===== config.mk =====
export PLATFORM = sky130hd
export DESIGN_NAME = pw_tx_composer
export DESIGN_NICKNAME = d
export VERILOG_FILES = /design/src/rtl/pw_pkg.sv /design/src/rtl/pw_size_enc.sv /design/src/rtl/pw_regs.sv /design/src/rtl/pw_stream.sv /design/src/rtl/pw_tx_composer.sv
export SDC_FILE = /design/constraint.sdc
export NUM_CORES = 1
export LEC_CHECK = 0
export BUFFER_PORTS_ARGS = -buffer_cell sky130_fd_sc_hd__clkbuf_2
export CORE_ASPECT_RATIO = 2
export CORE_MARGIN = 2
export CORE_UTILIZATION = 55
export DETAILED_ROUTE_END_ITERATION = 6
export PLACE_DENSITY = 0.72
export RECOVER_POWER = 100
export SYNTH_ARGS = -nofsm -noshare
export SYNTH_HDL_FRONTEND = slang
export SYNTH_SLANG_ARGS = --single-unit

===== constraint.sdc =====
create_clock -name clk -period 6 [get_ports clk]
set_input_delay 0 -clock clk [delete_from_list [all_inputs] [get_ports clk]]
set_output_delay 0 -clock clk [all_outputs]
set_load 0.01 [all_outputs]

===== src/rtl/pw_pkg.sv =====
package pw_pkg;

  localparam logic [3:0] PW_FMT_CODE = 4'b1000;
  localparam logic [3:0] PW_TXN_CODE = 4'b0100;

  typedef struct packed {
    logic [15:0] dest;
    logic [1:0]  prio;
    logic [3:0]  size_code;
    logic        word_ptr;
  } pw_cmd_t;

  function automatic logic [63:0] pw_header(input pw_cmd_t c);
    logic [63:0] h;
    h          = '0;
    h[63:62]   = c.prio;
    h[61:58]   = PW_FMT_CODE;
    h[57:42]   = c.dest;
    h[41:38]   = PW_TXN_CODE;
    h[37:34]   = c.size_code;
    h[33]      = c.word_ptr;
    return h;
  endfunction

endpackage


===== src/rtl/pw_size_enc.sv =====
module pw_size_enc #(
  parameter int IDX_W = 4
) (
  input  logic [6:0]       nbytes,
  output logic             legal,
  output logic [3:0]       size_code,
  output logic             word_ptr,
  output logic [IDX_W-1:0] last_idx
);

  always_comb begin
    legal     = 1'b1;
    size_code = 4'b1011;
    word_ptr  = 1'b0;
    last_idx  = IDX_W'(1);
    unique case (nbytes)
      7'd8:    begin size_code = 4'b1011; word_ptr = 1'b0; last_idx = IDX_W'(1); end
      7'd16:   begin size_code = 4'b1011; word_ptr = 1'b1; last_idx = IDX_W'(2); end
      7'd32:   begin size_code = 4'b1100; word_ptr = 1'b0; last_idx = IDX_W'(4); end
      7'd64:   begin size_code = 4'b1100; word_ptr = 1'b1; last_idx = IDX_W'(8); end
      default: legal = 1'b0;
    endcase
  end

endmodule


===== src/rtl/pw_regs.sv =====
module pw_regs
  import pw_pkg::*;
#(
  parameter int ADDR_W = 5,
  parameter int WORDS  = 16,
  parameter int IDX_W  = 4
) (
  input  logic                 clk,
  input  logic                 rst_n,
  input  logic                 wr_en,
  input  logic [ADDR_W-1:0]    wr_addr,
  input  logic [31:0]          wr_data,
  input  logic                 busy,
  output logic                 go,
  output pw_cmd_t              cmd,
  output logic [IDX_W-1:0]     last_idx,
  output logic                 err,
  output logic [WORDS*32-1:0]  buf_flat
);

  localparam int WIDX = $clog2(WORDS);

  logic             accept;
  logic             ctl_hit;
  logic             start_req;
  logic             buf_hit;
  logic [WIDX-1:0]  buf_sel;
  logic             enc_legal;
  logic [3:0]       enc_code;
  logic             enc_ptr;
  logic [IDX_W-1:0] enc_last;

  pw_cmd_t          cmd_d;
  logic [IDX_W-1:0] last_d;
  logic             err_d;

  pw_size_enc #(.IDX_W(IDX_W)) u_enc (
    .nbytes   (wr_data[24:18]),
    .legal    (enc_legal),
    .size_code(enc_code),
    .word_ptr (enc_ptr),
    .last_idx (enc_last)
  );

  always_comb begin
    accept    = wr_en && !busy;
    ctl_hit   = accept && (wr_addr == '0);
    start_req = ctl_hit && wr_data[31];
    go        = start_req && enc_legal;
    buf_hit   = accept && (int'(wr_addr) >= WORDS) && (int'(wr_addr) < 2*WORDS);
    buf_sel   = wr_addr[WIDX-1:0];
  end

  always_comb begin
    cmd_d  = cmd;
    last_d = last_idx;
    err_d  = err;
    if (go) begin
      cmd_d.dest      = wr_data[15:0];
      cmd_d.prio      = wr_data[17:16];
      cmd_d.size_code = enc_code;
      cmd_d.word_ptr  = enc_ptr;
      last_d          = enc_last;
    end
    if (start_req) err_d = !enc_legal;
  end

  always_ff @(posedge clk or negedge rst_n) begin
    if (!rst_n) begin
      cmd      <= '0;
      last_idx <= '0;
      err      <= 1'b0;
    end else begin
      if (go) begin
        cmd      <= cmd_d;
        last_idx <= last_d;
      end
      if (start_req) err <= err_d;
    end
  end

  for (genvar g = 0; g < WORDS; g++) begin : g_word
    logic word_we;
    assign word_we = buf_hit && (buf_sel == WIDX'(g));
    always_ff @(posedge clk or negedge rst_n) begin
      if (!rst_n)       buf_flat[g*32 +: 32] <= '0;
      else if (word_we) buf_flat[g*32 +: 32] <= wr_data;
    end
  end

endmodule


===== src/rtl/pw_stream.sv =====
module pw_stream
  import pw_pkg::*;
#(
  parameter int BEATS = 8,
  parameter int IDX_W = 4
) (
  input  logic                  clk,
  input  logic                  rst_n,
  input  logic                  go,
  input  pw_cmd_t               cmd,
  input  logic [IDX_W-1:0]      last_idx,
  input  logic [BEATS*64-1:0]   buf_flat,
  input  logic                  out_ready,
  output logic                  out_valid,
  output logic [63:0]           out_data,
  output logic                  out_sop,
  output logic                  out_eop,
  output logic                  busy
);

  localparam int BW = (BEATS > 1) ? $clog2(BEATS) : 1;

  logic             busy_q, busy_d;
  logic [IDX_W-1:0] idx_q, idx_d;
  logic [IDX_W-1:0] pay_idx;
  logic [63:0]      beats [BEATS];
  logic             take;

  for (genvar g = 0; g < BEATS; g++) begin : g_beat
    assign beats[g] = buf_flat[g*64 +: 64];
  end

  always_comb begin
    busy      = busy_q;
    out_valid = busy_q;
    out_sop   = busy_q && (idx_q == '0);
    out_eop   = busy_q && (idx_q == last_idx);
    pay_idx   = idx_q - IDX_W'(1);
    out_data  = (idx_q == '0) ? pw_header(cmd) : beats[pay_idx[BW-1:0]];
    take      = busy_q && out_ready;
  end

  always_comb begin
    busy_d = busy_q;
    idx_d  = idx_q;
    if (go) begin
      busy_d = 1'b1;
      idx_d  = '0;
    end else if (take) begin
      if (out_eop) busy_d = 1'b0;
      else         idx_d  = idx_q + IDX_W'(1);
    end
  end

  always_ff @(posedge clk or negedge rst_n) begin
    if (!rst_n) begin
      busy_q <= 1'b0;
      idx_q  <= '0;
    end else begin
      busy_q <= busy_d;
      idx_q  <= idx_d;
    end
  end

endmodule


===== src/rtl/pw_tx_composer.sv =====
module pw_tx_composer
  import pw_pkg::*;
#(
  parameter int MAX_BYTES = 64,
  parameter int ADDR_W    = 5
) (
  input  logic              clk,
  input  logic              rst_n,
  input  logic              host_wr_en,
  input  logic [ADDR_W-1:0] host_wr_addr,
  input  logic [31:0]       host_wr_data,
  output logic              pkt_busy,
  output logic              size_err,
  output logic              tx_valid,
  input  logic              tx_ready,
  output logic [63:0]       tx_data,
  output logic              tx_sop,
  output logic              tx_eop
);

  localparam int WORDS = MAX_BYTES / 4;
  localparam int BEATS = MAX_BYTES / 8;
  localparam int IDX_W = $clog2(BEATS + 1);

  logic                go;
  pw_cmd_t             cmd;
  logic [IDX_W-1:0]    last_idx;
  logic [WORDS*32-1:0] buf_flat;
  logic                busy;

  pw_regs #(.ADDR_W(ADDR_W), .WORDS(WORDS), .IDX_W(IDX_W)) u_regs (
    .clk     (clk),
    .rst_n   (rst_n),
    .wr_en   (host_wr_en),
    .wr_addr (host_wr_addr),
    .wr_data (host_wr_data),
    .busy    (busy),
    .go      (go),
    .cmd     (cmd),
    .last_idx(last_idx),
    .err     (size_err),
    .buf_flat(buf_flat)
  );

  pw_stream #(.BEATS(BEATS), .IDX_W(IDX_W)) u_stream (
    .clk      (clk),
    .rst_n    (rst_n),
    .go       (go),
    .cmd      (cmd),
    .last_idx (last_idx),
    .buf_flat (buf_flat),
    .out_ready(tx_ready),
    .out_valid(tx_valid),
    .out_data (tx_data),
    .out_sop  (tx_sop),
    .out_eop  (tx_eop),
    .busy     (busy)
  );

  assign pkt_busy = busy;

endmodule


**Yosys cells after proc, flatten, opt, wreduce, memory -nomap -nowiden**

Cells that the tools add are included.

- Add/subtract/negate cells: 2
- Magnitude comparators: 2
- Equal/unequal tests: 21
- Mux-type cells: 14
- Bitwise gates (word level): 1
- Reduce and logical (&&, ||, !) cells: 36

Operators by type and width:

| kind | number |
|---|---|
| $bmux W64 S3 | 1 |
| $mux W64 | 3 |
| $eq A4 B4 Y1 const B | 8 |
| $logic_and A1 B1 Y1 | 24 |
| $eq A4 B3 Y1 const B | 4 |
| $mux W4 | 3 |
| $pmux W4 S3 | 1 |
| $eq A4 B2 Y1 const B | 2 |
| $logic_not A4 Y1 | 2 |
| $eq A7 B4 Y1 const B | 1 |
| $eq A7 B5 Y1 const B | 1 |
| $eq A7 B6 Y1 const B | 1 |
| $eq A7 B7 Y1 const B | 1 |
| $ge A5 B5 Y1 const B | 1 |
| $logic_not A5 Y1 | 1 |
| $mux W1 | 5 |
| $add A4 B1 Y4 const B | 1 |
| $eq A4 B1 Y1 const B | 1 |
| $eq A4 B4 Y1 | 1 |
| $ge A4 B4 Y1 const B | 1 |
| $not A3 Y4 | 1 |
| $reduce_and A2 Y1 | 2 |
| $reduce_bool A2 Y1 | 2 |
| $reduce_or A2 Y1 | 2 |
| other kinds (5) | 6 |

- Register bits after elaboration: 545
- Input port bits: 41
- Output and inout bits: 69
- Logic and storage cells: 100

**Logic depth before layout (Yosys ltp)**

Gate-level depths: netlist of run 1.

- Depth after elaboration: 7
- Mapped depth: 10
- Mapped depth without buffers: 6

**Modules after synthesis**

A second synthesis of run 1 with hierarchy kept.

- Cells, all modules: 1705
- Area total of the unflattened synthesis: 25027.8 µm²

By module, submodules not included:

| module | instances | cells each | area an instance (µm²) | seq. area each (µm²) |
|---|---|---|---|---|
| pw_regs | 1 | 1197 | 20249.4 | 13513.0 |
| pw_stream | 1 | 485 | 4635.7 | 125.1 |
| pw_size_enc | 1 | 23 | 142.6 | 0.0 |

**Worst setup path after synthesis of run 1**

Ideal clock, no wire load.

- Kind: register -> output
- From: register u_stream.idx_q[0]
- To: output tx_data[34]
- Arrival: 2.648 ns
- Required time: 6.000 ns
- Slack: 3.352 ns
- Stages on the path, launching flop included: 10
- Path buffers: 5
- Cell sequence: dfrtp_1 -> buf_2 -> buf_1 -> inv_1 -> ha_1 -> clkbuf_1 -> buf_2 -> buf_1 -> a2111oi_0 -> o41ai_1

- Cells in the longest elaborated chain, start to end: 6
- Elaborated cells on any way between the ends: 7
- Those cells by class: 1 x add/sub; 4 x mux; 1 x bitwise; 1 x reduce/logical

Ends and longest elaborated chain:

| item | line | source |
|---|---|---|
| start, declared | pw_stream.sv:24 | `logic [IDX_W-1:0] idx_q, idx_d;` |
| start signal, assigned | pw_stream.sv:61 | `idx_q <= idx_d;` |
| $sub A3 B1 Y3 | pw_stream.sv:38 | `pay_idx = idx_q - IDX_W'(1);` |
| $not A3 Y4 (not written as such) | pw_stream.sv:39 | `out_data = (idx_q == '0) ? pw_header(cmd) : beats[pay_idx[BW-1:0]];` |
| $bmux W64 S3 | pw_stream.sv:39 |  |
| $mux W64 (not written as such) (2 in a row) | pw_stream.sv:39 |  |
| $mux W64 (*) | pw_stream.sv:39 |  |
| end, declared | pw_tx_composer.sv:16 | `output logic [63:0] tx_data,` |

Every way passes the cells marked *; elsewhere a longest branch is shown, timed or not. The select of a mux whose other input is x is not followed.

**Final worst setup path of run 1**

- From: register u_stream.idx_q[0]
- To: output tx_data[36]

Same word-level chain as after synthesis.

==> results of run 1 <==
metrics by stage:
step / hold slack (ns) / instances
4_1_cts: 0.0180 / 2302
3_3_place_gp: 0.184 / 2184
3_5_place_dp: 0.216 / 2184
6_report: 0.0364 / 2303
2_1_floorplan: -0.296 / 1629
5_1_grt: 0.0439 / 2303
cell usage after synthesis, types with 3 or more instances:
master,n
inv_1,3
buf_1,8
nor2b_1,6
dfrtp_1,544
mux2_1,6
mux4_2,126
nor4b_1,4
xor2_1,5
mux2i_1,24
nor3_2,3
mux2_4,16
xnor2_1,4
a21oi_1,41
nand2b_1,4
buf_4,4
buf_2,63
clkbuf_1,64
nand2_1,114
o21ai_0,24
nor2_1,12
mux2_2,514
logic make-up (layout without fill, tap and decap cells):
| group | after synthesis | count (layout) | synth area share (%) |
|---|---|---|---|
| compound gates | 78 | 78 | 1.76 |
| xor+xnor | 9 | 9 | 0.318 |
| other cells | 0 | 1 | 0 |
| flops | 544 | 544 | 54.9 |
| buf+inv | 147 | 260 | 2.80 |
| fa+ha+maj | 2 | 2 | 0.101 |
| mux | 686 | 686 | 37.0 |
| simple gates | 163 | 163 | 3.07 |
what timing repair did:
| item | in CTS | in global routing |
|---|---|---|
| endpoints found under the hold margin | 569 | 0 |
| hold buffers | 32 | 0 |
| gates resized for setup | 0 | 0 |
cell type report:
class	instances	area, µm²
multi-input combinational	938	10500
tap	560	701
clock buffer	71	1410
inverter	3	11.3
sequential	544	13600
fill	3395	17400
timing repair buffer	171	980
antenna	1	2.50
clock inverter	15	164
power groups by stage:
stage / Sequential, mW / Clock [mW] / Combinational [mW]
3_3_place_gp: 4.67 / 0 / 1.10
6_report: 4.68 / 3.11 / 1.18
2_1_floorplan: 4.61 / 0 / 0.917
5_1_grt: 4.76 / 3.32 / 1.29
3_5_place_dp: 4.75 / 0 / 1.17
4_1_cts: 4.68 / 3.17 / 1.19
per-layer routing:
metal  up-vias  part of all wire, %  GRT usage, %
met2       328                   52          45.0
met1      7724                   41          34.4
li1       6102                    -             -
met3       111                  4.5          4.07
met5         -                    0             0
met4         0                  2.9          7.85
sequential cells by signal (all words and copies together) (netlist names):
signal           flops
u_stream.busy        1
u_stream.idx_q       4
u_regs.cmd          22
u_regs.buf_flat    512
u_regs.err           1
u_regs.last_idx      4
final timing paths:
kind | start | to | slack (ns) | depth (start not counted)
worst max-delay path | u_stream.idx_q[0]$_DFFE_PN0P_ | tx_data[36] | 1.08 | 7
worst min-delay path | host_wr_en | u_regs.cmd[0]$_DFFE_PN0N_ | 0.04 | 3
worst max register to register | u_stream.busy$_DFFE_PN0P_ | u_regs.buf_flat[76]$_DFFE_PN0P_ | 1.21 | 5
worst min register to register | u_regs.cmd[4]$_DFFE_PN0N_ | u_regs.cmd[4]$_DFFE_PN0N_ | 0.48 | 1
max in group asynchronous | rst_n | u_regs.buf_flat[59]$_DFFE_PN0P_ | 2.31 | 3
min in group asynchronous | rst_n | u_regs.buf_flat[476]$_DFFE_PN0P_ | 1.11 | 2
critical path: cells and delay by family, from the launching register on:
family                     cells  cell delay (ns)
DFF                            1             0.97
AOI/OAI and AO/OA              1             0.41
buffers and inverters          3             0.95
muxes                          2             0.34
adders and majority gates      1             1.64
==> results.sh, run 1 <==
export IMPL_cp_end_kind="output port"
export IMPL_clkPwrFrac_pct=34.7
export IMPL_place_ws_ns=2.19
export IMPL_setup_violations=0
export IMPL_grt_total_usage_pct=26.1
export IMPL_cts_htree_levels=2
export IMPL_seqPwrFrac_pct=52.2
export IMPL_place_area_um2=25700
export IMPL_cts_setup_buffers=0
export IMPL_gp_congestion=0.757
export IMPL_internal_power_mw=6.85
export IMPL_num_nets_final=1749
export IMPL_ios=110
export IMPL_die_x_um=154
export IMPL_antenna_found_initial=1
export IMPL_synth_distinct_cells=48
export IMPL_core_um2=44700
export IMPL_die_h_um=304
export IMPL_synthFlopType="dfrtp_1"
export IMPL_dieArea_um2=46900
export IMPL_path_clk_slew_ns=0.06
export IMPL_slowest_stage="ha_2"
export IMPL_synth_area_leader_cell="dfrtp_1"
export IMPL_synthArstFlopShare_pct=100
export IMPL_start_util_pct=55.4
export IMPL_start_kind="register"
export IMPL_setup_ws_ns=1.08
export IMPL_drive_gt1_share_pct=45.2
export IMPL_fin_setup_tns_ns=0
export IMPL_drc=0
export IMPL_grt_remaining_overflow=0
export IMPL_crit_arrival_ns=4.92
export IMPL_ir_drop_uv=284
export IMPL_synth_edf_count=0
export IMPL_clock_latency_ns=0.59
export IMPL_grt_pass1_wl_um=94000
export IMPL_ys_ff_latch=544
export IMPL_cap_viol_max_count=21
export IMPL_cts_tree="done"
export IMPL_syn_inst=1629
export IMPL_leakage_nw=12.0
export IMPL_cts_buffers=48
export IMPL_path_class="register to output port"
export IMPL_io_buffers=109
export IMPL_power_density_nw_per_um2=328
export IMPL_ys_warn_count=0
export IMPL_finalInstanceArea_um2=27400
export IMPL_sw_frac_of_total_pct=23.5
export IMPL_cpPeakStageDelay_ns=1.64
export IMPL_drtIter0Drc=776
export IMPL_min_period_ns=4.92
export IMPL_syn_avg_cell_area_um2=15.2
export IMPL_switchingPower_mw=2.11
export IMPL_grt_pass1_vias=16100
export IMPL_crit_required_ns=6.00
export IMPL_hp_class="primary input to register"
export IMPL_syn_area_um2=24800
export IMPL_ant_nets=0
export IMPL_syn2layout_area_growth_pct=10.4
export IMPL_min_period_over_period_pct=82.1
export IMPL_mostFrequentLayoutCells="543 x dfrtp_1, 511 x mux2_2, 126 x mux4_2"
export IMPL_hold_viol_final=0
export IMPL_via_per_inst=6.19
export IMPL_max_freq_mhz=203
export IMPL_seq_area_frac_synth_pct=54.9
export IMPL_num_rows=110
export IMPL_max_slew_margin_pct=-133
export IMPL_routed_via_count=14300
export IMPL_cp_cell_sequence="inv_1 -> ha_2 -> buf_4 -> mux4_2 -> mux2i_1 -> o21ai_0 -> clkbuf_1"
export IMPL_drt_wirelength_per_cell_um=25.6
export IMPL_synth_top_area_share_pct=54.9
export IMPL_path_max_fanout=64
export IMPL_p_comb_share_pct=13.1
export IMPL_synth_top_cells_by_area="dfrtp_1 55%, mux2_2 23%, mux4_2 11%, nand2_1 1.7%, buf_2 1.3%"
export IMPL_drv_slew=731
export IMPL_power_total_mw=8.96
export IMPL_cts_sinks=544
export IMPL_cts_root_buffer="clkbuf_16"
export IMPL_cts_buffer_depth=3
export IMPL_grt_max_degree=175
export IMPL_drtPass1Iterations=4
export IMPL_final_core_util_pct=61.1
export IMPL_final_common_cell="dfrtp_1"
export IMPL_status="finished with violations"
export IMPL_skew_ns=0.0253
export IMPL_wl_um=59100
export IMPL_rsz0062_at_grt="false"
export IMPL_hpwl_um=35300
export IMPL_syn_nets=1672
export IMPL_max_slew_worst_pin_slew_ns=3.49
export IMPL_violations="capacitance limit, slew limit"
(Power assumes the default switching activity.)
==> run 2, diff against run 1 <==
==> constraint.sdc (replaced) <==
create_clock -name clk -period 4.65 [get_ports clk]
set_input_delay 0 -clock clk [delete_from_list [all_inputs] [get_ports clk]]
set_output_delay 0 -clock clk [all_outputs]
set_load 0.01 [all_outputs]
==> run 2 against run 1 <==
The run still ends with capacitance limit, slew limit left. Total power is 32% higher. Global-route usage is 0.36 points higher. Clock skew is 0.0096 ns lower. Sequential share of layout area is 0.38 points lower. Combinational power is 28% higher. Critical path type is now register to register. Critical path depth is 2 lower. Hold slack better by 0.0029 ns. First-iteration DRC count is 8.4% higher. Flip-flop and latch count stayed put. Largest power group unchanged. Core utilization is 0.47 points higher. Worst setup slack worse by 0.51 ns. Die area stayed put.
==> results.sh, run 2 (synthesis gave the netlist of run 1 again) <==
export IMPL_power_total_mw=11.8
export IMPL_start_util_pct=55.4
export IMPL_setup_ws_ns=0.570
export IMPL_die_x_um=154
export IMPL_r2r_setup_slack_ns=0.57
export IMPL_gp_congestion=0.773
export IMPL_start_kind="register"
export IMPL_cts_htree_levels=2
export IMPL_p_comb_share_pct=12.7
export IMPL_ant_nets=0
export IMPL_clock_latency_ns=0.58
export IMPL_final_core_util_pct=61.6
export IMPL_ios=110
export IMPL_crit_arrival_ns=4.53
export IMPL_dieArea_um2=46900
export IMPL_final_common_cell="dfrtp_1"
export IMPL_grt_pass1_vias=15900
export IMPL_min_period_ns=4.08
export IMPL_path_max_fanout=25
export IMPL_ir_drop_uv=411
export IMPL_clkPwrFrac_pct=36.3
export IMPL_regArea_um2=13600
export IMPL_cts_tree="done"
export IMPL_whs_ns=0.0393
export IMPL_hold_depth=2
export IMPL_crit_required_ns=5.10
export IMPL_num_nets_final=1759
export IMPL_drc=0
export IMPL_violations="capacitance limit, slew limit"
export IMPL_leakage_nw=12.1
export IMPL_drive_gt1_share_pct=46.0
export IMPL_power_density_nw_per_um2=430
export IMPL_io_buffers=109
export IMPL_mostFrequentLayoutCells="543 x dfrtp_1, 513 x mux2_2, 126 x mux4_2"
export IMPL_drtIter0Drc=841
export IMPL_core_um2=44700
export IMPL_drt_wirelength_per_cell_um=26.1
export IMPL_cap_viol_max_count=17
export IMPL_cpPeakStageDelay_ns=1.69
export IMPL_syn2layout_area_growth_pct=11.2
export IMPL_via_per_inst=6.23
export IMPL_rsz0062_at_grt="false"
export IMPL_cts_buffers=49
export IMPL_cts_hold_buf=33
export IMPL_grt_max_degree=159
export IMPL_largestRegisters="u_regs.buf_flat: 512 flops, u_regs.cmd: 22 flops"
export IMPL_post_cts_resized=0
export IMPL_die_h_um=304
export IMPL_internal_power_mw=9.07
export IMPL_place_ws_ns=1.51
export IMPL_hold_viol_final=0
export IMPL_regToRegEndpoint="u_regs.buf_flat[411]$_DFFE_PN0P_"
export IMPL_reg2reg_from="u_stream.busy$_DFFE_PN0P_"
export IMPL_wl_um=60300
export IMPL_cts_setup_buffers=0
export IMPL_n_antenna_cell=0
export IMPL_hpwl_um=35700
export IMPL_status="finished with violations"
export IMPL_skew_ns=0.0157
export IMPL_antenna_found_initial=1
export IMPL_min_period_over_period_pct=87.7
export IMPL_fillCellCount=3299
export IMPL_max_freq_mhz=245
export IMPL_grt_total_usage_pct=26.5
export IMPL_path_clk_slew_ns=0.06
export IMPL_seqPwrFrac_pct=51.0
export IMPL_switchingPower_mw=2.78
export IMPL_sw_frac_of_total_pct=23.5
export IMPL_max_slew_margin_pct=-94.8
export IMPL_largest_reg_flops=512
export IMPL_routed_via_count=14400
export IMPL_grt_remaining_overflow=0
export IMPL_drv_slew=469
export IMPL_largest_register="u_regs.buf_flat"
export IMPL_cts_sinks=544
export IMPL_cp_cell_sequence="and3b_1 -> nor3b_1 -> and3_1 -> clkbuf_1 -> mux2_2"
export IMPL_hold_path_startpoint="host_wr_data[22]"
export IMPL_max_slew_worst_pin_slew_ns=2.92
export IMPL_holdPathEnd="u_regs.buf_flat[54]$_DFFE_PN0P_"
export IMPL_grt_pass1_wl_um=95100
export IMPL_path_class="register to register"
export IMPL_cp_end_kind="register"
export IMPL_multiInputGateArea_um2=10500
export IMPL_slowest_stage="and3_1"
export IMPL_setup_violations=0
export IMPL_cts_buffer_depth=3
export IMPL_num_rows=110
export IMPL_fin_setup_tns_ns=0
export IMPL_drtPass1Iterations=4
export IMPL_cts_root_buffer="clkbuf_16"
export IMPL_hp_class="primary input to register"
export IMPL_reg2reg_depth=5
[run 2: changes by cell type in the layout (fill, tap and decap cells not counted), moves of 3 or more]
cell	previous run	this run
clkbuf_1	89	81
clkinv_2	8	13
buf_4	12	16
bufinv_16	3	7
clkbuf_2	48	52
clkbuf_8	10	6
clkinvlp_4	1	4
nor2_1	7	10
nor2_4	5	2
[run 2: power groups by stage]
stage                     combinational (mW)  clock (mW)  sequential, mW
after floorplan                         1.18           0            5.95
after global placement                  1.42           0            6.03
after detailed placement                1.51           0            6.12
after CTS                               1.54        4.36            6.04
after global routing                    1.65        4.54            6.13
final                                   1.51        4.30            6.04
[run 2: critical path: cells and delay by family, from the launching register on]
| kind | cells | cell delay, ns |
|---|---|---|
| DFF | 1 | 0.53 |
| muxes | 1 | 0.40 |
| and+or+nand+nor | 3 | 2.49 |
| buffers and inverters | 1 | 0.53 |
[run 2: layout make-up]
cell class / instances / area share (%)
timing repair buffer: 180 / 3.92
inverter: 3 / 0.0409
sequential: 544 / 49.4
clock buffer: 64 / 5.03
clock inverter: 25 / 1.14
tap: 560 / 2.54
multi-input combinational: 938 / 37.9
[run 2: worst max path at each step]
stage                                   from                                to  slack [ns]  depth (start not counted)
2_1_floorplan  u_stream.idx_q[0]$_DFFE_PN0P_                       tx_data[34]        2.00                          9
3_5_place_dp   u_stream.idx_q[0]$_DFFE_PN0P_     u_stream.idx_q[0]$_DFFE_PN0P_        1.51                          6
4_1_cts        u_stream.idx_q[0]$_DFFE_PN0P_                       tx_data[57]        0.91                          6
5_1_grt        u_stream.idx_q[0]$_DFFE_PN0P_                       tx_data[34]        0.37                          7
6_report           u_stream.busy$_DFFE_PN0P_  u_regs.buf_flat[411]$_DFFE_PN0P_        0.57                          5
3_3_place_gp   u_stream.idx_q[0]$_DFFE_PN0P_                       tx_data[36]        1.57                          6
[run 2: stage by stage]
step                      std cells  cell area (µm²)
after CTS                      2314            27900
after global placement         2192            25800
after floorplan                1629            24800
final                          2314            27600
after global routing           2314            27600
after detailed placement       2192            25800
[run 2: metal layers]
layer	routed length (µm)	GRT usage, %	vias to the layer above
met4	1660	8.24	2
met1	25500	36.1	7845
met3	2420	3.56	106
met5	11	0	-
li1	-	-	6116
met2	30700	44.6	337
